<file path="src/rtl/absmap_pkg.sv">
package absmap_pkg;

  typedef enum logic [1:0] {
    RGN_MEM  = 2'd0,
    RGN_IO   = 2'd1,
    RGN_FW   = 2'd2,
    RGN_WIDE = 2'd3
  } region_e;

  typedef struct packed {
    logic capture;
  } ctl_strb_t;

endpackage

</file>
<file path="src/rtl/absmap_ctrl.sv">
module absmap_ctrl #(
  parameter bit REG_OUT = 1'b1
) (
  input  logic                  clk,
  input  logic                  rstN,
  input  logic                  inValid,
  output absmap_pkg::ctl_strb_t strb,
  output logic                  outValid
);

  assign strb.capture = inValid;

  generate
    if (REG_OUT) begin : g_reg
      logic validQ;
      always_ff @(posedge clk or negedge rstN) begin
        if (!rstN) validQ <= 1'b0;
        else       validQ <= inValid;
      end
      assign outValid = validQ;
    end else begin : g_comb
      logic unusedClk;
      assign unusedClk = clk ^ rstN;
      assign outValid  = inValid;
    end
  endgenerate

endmodule

</file>
<file path="src/rtl/absmap_dpath.sv">
module absmap_dpath #(
  parameter int unsigned ADDR_W  = 64,
  parameter int unsigned PHYS_W  = 40,
  parameter bit          REG_OUT = 1'b1
) (
  input  logic                  clk,
  input  logic                  rstN,
  input  absmap_pkg::ctl_strb_t strb,
  input  logic [ADDR_W-1:0]     absAddr,
  input  logic                  wideMode,
  input  logic                  newArch,
  output logic [ADDR_W-1:0]     physAddr,
  output logic [1:0]            region,
  output logic [2:0]            permRwx
);
  import absmap_pkg::*;

  localparam int unsigned LOW_W  = 32;
  localparam int unsigned FW_W   = 24;
  localparam int unsigned NIB_W  = 4;
  localparam int unsigned FW_TOP = PHYS_W - NIB_W;
  localparam logic [ADDR_W-1:0] FW_MASK = ~((ADDR_W'(1) << FW_TOP) - ADDR_W'(1));

  logic [ADDR_W-1:0] mapD;
  region_e           rgnD;
  logic [NIB_W-1:0]  hiNib, subNib;
  logic [LOW_W-1:0]  lowWord;
  logic              unusedHi;

  assign lowWord  = absAddr[LOW_W-1:0];
  assign hiNib    = lowWord[LOW_W-1 -: NIB_W];
  assign subNib   = lowWord[LOW_W-NIB_W-1 -: NIB_W];
  assign unusedHi = ^absAddr[ADDR_W-1:LOW_W];

  always_comb begin
    if (wideMode) begin
      rgnD = RGN_WIDE;
      mapD = {{(ADDR_W-PHYS_W){absAddr[PHYS_W-1]}}, absAddr[PHYS_W-1:0]};
    end else if (!newArch || hiNib != '1) begin
      rgnD = RGN_MEM;
      mapD = {{(ADDR_W-LOW_W){1'b0}}, lowWord};
    end else if (subNib != '0) begin
      rgnD = RGN_IO;
      mapD = {{(ADDR_W-LOW_W){lowWord[LOW_W-1]}}, lowWord};
    end else begin
      rgnD = RGN_FW;
      mapD = FW_MASK | {{(ADDR_W-FW_W){1'b0}}, lowWord[FW_W-1:0]};
    end
  end

  generate
    if (REG_OUT) begin : g_reg
      logic [ADDR_W-1:0] physQ;
      logic [1:0]        rgnQ;
      logic [2:0]        permQ;
      always_ff @(posedge clk or negedge rstN) begin
        if (!rstN) begin
          physQ <= '0;
          rgnQ  <= '0;
          permQ <= '0;
        end else if (strb.capture) begin
          physQ <= mapD;
          rgnQ  <= rgnD;
          permQ <= 3'b111;
        end
      end
      assign physAddr = physQ;
      assign region   = rgnQ;
      assign permRwx  = permQ;
    end else begin : g_comb
      logic unusedCtl;
      assign unusedCtl = clk ^ rstN ^ strb.capture;
      assign physAddr  = mapD;
      assign region    = rgnD;
      assign permRwx   = 3'b111;
    end
  endgenerate

endmodule

</file>
<file path="src/rtl/abs_phys_map.sv">
module abs_phys_map #(
  parameter int unsigned ADDR_W  = 64,
  parameter int unsigned PHYS_W  = 40,
  parameter bit          REG_OUT = 1'b1
) (
  input  logic              clk,
  input  logic              rstN,
  input  logic              inValid,
  input  logic [ADDR_W-1:0] absAddr,
  input  logic              wideMode,
  input  logic              newArch,
  output logic              outValid,
  output logic [ADDR_W-1:0] physAddr,
  output logic [1:0]        region,
  output logic [2:0]        permRwx
);

  absmap_pkg::ctl_strb_t strb;

  absmap_ctrl #(.REG_OUT(REG_OUT)) u_ctrl (
    .clk(clk), .rstN(rstN), .inValid(inValid),
    .strb(strb), .outValid(outValid)
  );

  absmap_dpath #(.ADDR_W(ADDR_W), .PHYS_W(PHYS_W), .REG_OUT(REG_OUT)) u_dpath (
    .clk(clk), .rstN(rstN), .strb(strb), .absAddr(absAddr),
    .wideMode(wideMode), .newArch(newArch),
    .physAddr(physAddr), .region(region), .permRwx(permRwx)
  );

endmodule

</file>
<file path="config.mk">
export PLATFORM = sky130hd
export DESIGN_NAME = abs_phys_map
export DESIGN_NICKNAME = d
export VERILOG_FILES = /design/src/rtl/absmap_pkg.sv /design/src/rtl/absmap_ctrl.sv /design/src/rtl/absmap_dpath.sv /design/src/rtl/abs_phys_map.sv
export SDC_FILE = /design/constraint.sdc
export NUM_CORES = 1
export LEC_CHECK = 0
export ABC_AREA = 1
export ABC_CLOCK_PERIOD_IN_PS = 1400
export CAP_MARGIN = 20
export CORE_ASPECT_RATIO = 0.8
export CORE_MARGIN = 2
export CORE_UTILIZATION = 35
export DETAILED_ROUTE_END_ITERATION = 6
export PLACE_DENSITY = 0.86
export SLEW_MARGIN = 5
export SYNTH_ARGS = -nofsm -noshare
export SYNTH_HDL_FRONTEND = slang
export SYNTH_SLANG_ARGS = --single-unit
</file>
<file path="constraint.sdc">
create_clock -name clk -period 1.4 [get_ports clk]
set_clock_uncertainty 0.2 [all_clocks]
set_input_delay 0.28 -clock clk [delete_from_list [all_inputs] [get_ports clk]]
set_output_delay 0.28 -clock clk [all_outputs]
set_load 0.1 [all_outputs]
</file>
# [After elaboration in Yosys (flattened, before gate mapping)]
# Cells that the tools add are included.
[totals] input_bits=69 ff_bits=68 word_cells=14 out_inout_bits=70
[classes] n_eq_ne=1 reduce_logical=3 muxes=6
[ops] op="$mux 64" count=3
[ops] op="$mux 2" count=3
[ops] op="$ne 4x4->1 const B" count=1
[ops] op="$reduce_bool 4->1" count=1
[ops] op="$logic_not 1->1" count=1
[ops] op="$logic_or 1x1->1" count=1

# [Depth between registers and ports, before layout]
[depth] word_depth=4 ltp_mapped=6 mapped_depth_nobuf=6

# [Modules after synthesis]
# From an unflattened synthesis, not the netlist that was laid out.
[hier_totals] cells_unflattened=229 area_unflattened_um2=1980.6
[modules_own_cells] mod="absmap_dpath" area_each_um2=1948.1 cells_per_inst=227 instances=1 seq_area_each_um2=1076.0
[modules_own_cells] mod="absmap_ctrl" area_each_um2=32.5 cells_per_inst=2 instances=1 seq_area_each_um2=25.0

# [Worst setup path after synthesis]
# No wires, ideal clock.
[synth_path] path_kind="reg2out" from="register, netlist name u_dpath.physAddr[62]" to="output physAddr[40]" required_time_ps=920 path_buffers=1 t_arrival_ps=1722 stages_incl_launch_ff=2 slack_ps=-802 path_cell_list="dfrtp_1 > buf_4"
[synth_rtl] element="end, declared" line_no="abs_phys_map.sv:13" rtl="output logic [ADDR_W-1:0] physAddr,"

==> results.py <==
metrics = {
    "synthesis": {
        "netlist_area_um2": 1970,
        "ys_seq_elements": 44,
        "synth_top_area_share": 0.558,
        "synth_common_cells": "nand2_1, dfrtp_1, buf_4, a21oi_1, nor2_1",
        "synth_most_common_cell": "nand2_1",
        "synth_nets": 297,
        "synth.distinct_cells": 14,
        "yosys_warnings": 0,
        "synth_cells": 228,
        "syn_avg_cell_area_um2": 8.65,
        "synth.largest_area_cell": "dfrtp_1",
        "seq_area_frac_synth": 0.558,
        "yosys-top-cells-area": "dfrtp_1, nand2_1, buf_4",
        "ys.flop_type": "dfrtp_1",
        "async_reset_ff_frac": 1.00,
        "synth_edf_count": 0,
    },
    "global_routing": {
        "grt_max_degree": 45,
        "grt_pass1_vias": 1752,
        "grt_pass1_wl_mm": 8.71,
        "grt-ovfl-total": 0,
        "grt_usage": 0.183,
        "antenna_found_initial": 0,
    },
    "power_and_ir_drop": {
        "peakVddDrop_uv": 764,
        "power.total_mw": 4.91,
        "power_density_nw_per_um2": 1230,
        "p_leak_nw": 1.94,
    },
    "die": {
        "rows": 24,
        "die_y_um": 71.2,
        "die_x_um": 87.9,
        "initial_utilization": 0.363,
        "io_pins": 139,
        "die_area_um2": 6260,
        "coreArea_um2": 5440,
    },
    "timing": {
        "slew_viol_final": 0,
        "post-route-min-period_ns": 1.65,
        "relSlewSlack": 0.817,
        "setup_viol": 28,
        "grt_setup_unrepaired": "yes",
        "hold-worst-slack_ns": 0.153,
        "setup_slack_ns": -0.252,
        "hold_viol_final": 0,
        "fmax_mhz": 605,
        "tightest_slew_ns": 0.275,
        "fin_crit_sh": 1.18,
    },
    "placed_design": {
        "port_buffers": 114,
        "gp_congestion": 0.737,
        "dp_hpwl_mm": 4.29,
    },
    "critical_path": {
        "cp_data_arrival_time_ns": 1.17,
        "cp-start-kind": "flip-flop",
        "cp_max_fo": 5,
        "cp-end-kind": "output pin",
        "criticalPathCategory": "reg -> out",
        "crit_required_ns": 0.92,
        "cpPeakStageDelay_ns": 0.53,
        "crit_chain": "clkbuf_16 > buf_12",
        "cpMaxStageDelayCell": "dfrtp_4",
        "cp_num_buf_inv": 2,
        "cp_top_family": "flip-flops",
    },
    "cells_and_area": {
        "final_nets": 407,
        "antenna_cells": 0,
        "syn_to_final_growth_pct": 103,
        "drive_gt1_frac": 0.333,
    },
    "clock_tree": {
        "cts_sinks": 44,
        "htreeDepth": 2,
        "cts_root_buf": "clkbuf_8",
        "clkTransAtPathRegs_ns": 0.08,
        "cts_buffers": 5,
        "cts_tree": "done",
        "insertion_delay_ns": 0.29,
        "clock_path_buffers": 2,
    },
    "drt": {
        "drc_errors": 0,
        "dr.pass1.iters": 4,
        "avgRoutedWirePerCell_um": 13.8,
        "ant_nets": 0,
        "via_per_inst": 4.39,
        "first_iter_violations": 66,
        "dr_total_vias": 1829,
        "drt-total-wl_mm": 5.74,
    },
    "flow_run": {
        "max_cap_violations": 0,
    },
    "hold_path": {
        "min-delay-path-class": "in -> reg",
    },
    "outcome": {
        "status": "finished with violations",
        "violations": "setup timing",
    },
}
state kept, by name, summed over array words and instances, names as in the netlist:
signal,count
u_ctrl.outValid,1
u_dpath.region,2
u_dpath.physAddr,40
u_dpath.permRwx,1
cells in the final DEF, fill, tap and decap left out:
master and instances:
buf_12 73, buf_6 2, or2_1 1, inv_2 1, clkbuf_16 1, inv_1 4, buf_4 18, clkdlybuf4s50_1 42
buf_2 2, clkbuf_8 6, nor2_1 13, clkinv_2 2, nand2_1 104, nor2_4 1, inv_4 1, dfrtp_1 42
a21oi_1 18, nand3_4 1, nand3_2 2, nand2_2 1, clkinv_1 1, dlygate4sd3_1 1, dfrtp_4 2
power by group:
group	switching (mW)	internal, mW	leakage [nW]	total, mW
Combinational	1.65	0.933	1.36	2.59
Clock	0.421	0.394	0.0510	0.815
Sequential	0.130	1.38	0.527	1.51
Total	2.20	2.71	1.94	4.91
final timing paths:
path | from | to | slack, ns | depth (start not counted)
worst max-delay path | u_dpath.physAddr[62]$_DFFE_PN0P_ | physAddr[49] | -0.25 | 2
worst min-delay path | inValid | u_dpath.physAddr[29]$_DFFE_PN0P_ | 0.15 | 4
worst max register to register | u_dpath.physAddr[62]$_DFFE_PN0P_ | u_dpath.physAddr[62]$_DFFE_PN0P_ | 0.26 | 3
worst min register to register | u_dpath.physAddr[10]$_DFFE_PN0P_ | u_dpath.physAddr[10]$_DFFE_PN0P_ | 0.34 | 2
max in group asynchronous | rstN | u_dpath.physAddr[62]$_DFFE_PN0P_ | 0.47 | 3
min in group asynchronous | rstN | u_dpath.physAddr[0]$_DFFE_PN0P_ | 0.30 | 3
stage by stage:
step	setup WS [ns]	setup TNS, ns	instance area, µm²	std cells	util
3_3_place_gp	-0.202	-2.39	3750	393	0.690
3_5_place_dp	-0.290	-3.20	3750	393	0.690
4_1_cts	-0.283	-6.91	3870	404	0.713
6_report	-0.252	-6.35	4000	417	0.736
2_1_floorplan	-0.163	-3.90	1990	228	-
5_1_grt	-0.293	-8.02	4000	417	0.736
worst reg2reg max path, delay by kind of cell, from the launching register on:
kind                   cells  cell delay, ns
buffers and inverters      1            0.16
AOI/OAI and AO/OA          1            0.05
DFF                        1            0.53
and+or+nand+nor            1            0.09
logic make-up after synthesis:
logic type,Yosys count,synth area share
buffers and inverters,43,0.148
AO/OA/AOI/OAI,18,0.0457
AND/OR/NAND/NOR,123,0.249
flip-flops,44,0.558
layout make-up:
class	instances	area, µm²
Timing Repair Buffer	139	2080
Fill cell	369	1430
Sequential cell	44	1110
Multi-Input combinational cell	141	591
Tap cell	78	97.6
Clock buffer	6	82.6
Inverter	7	28.8
Clock inverter	2	10.0
metal layers:
layer	GRT usage	up-vias	part of all wire
met5	0	-	0
met4	0.0564	0	0.0094
met3	0.0583	5	0.079
met2	0.310	80	0.52
met1	0.221	857	0.39
li1	-	887	-
timing repair:
item | in CTS | in global routing
setup endpoints to repair | 29 | 69
hold buffers | 1 | 0
cloned | 0 | 2
resized for setup | 1 | 2
setup buffers | 2 | 11
hold endpoints to repair | 44 | 0
pin swaps | 0 | 2
Power figures use the tool's default switching activity.
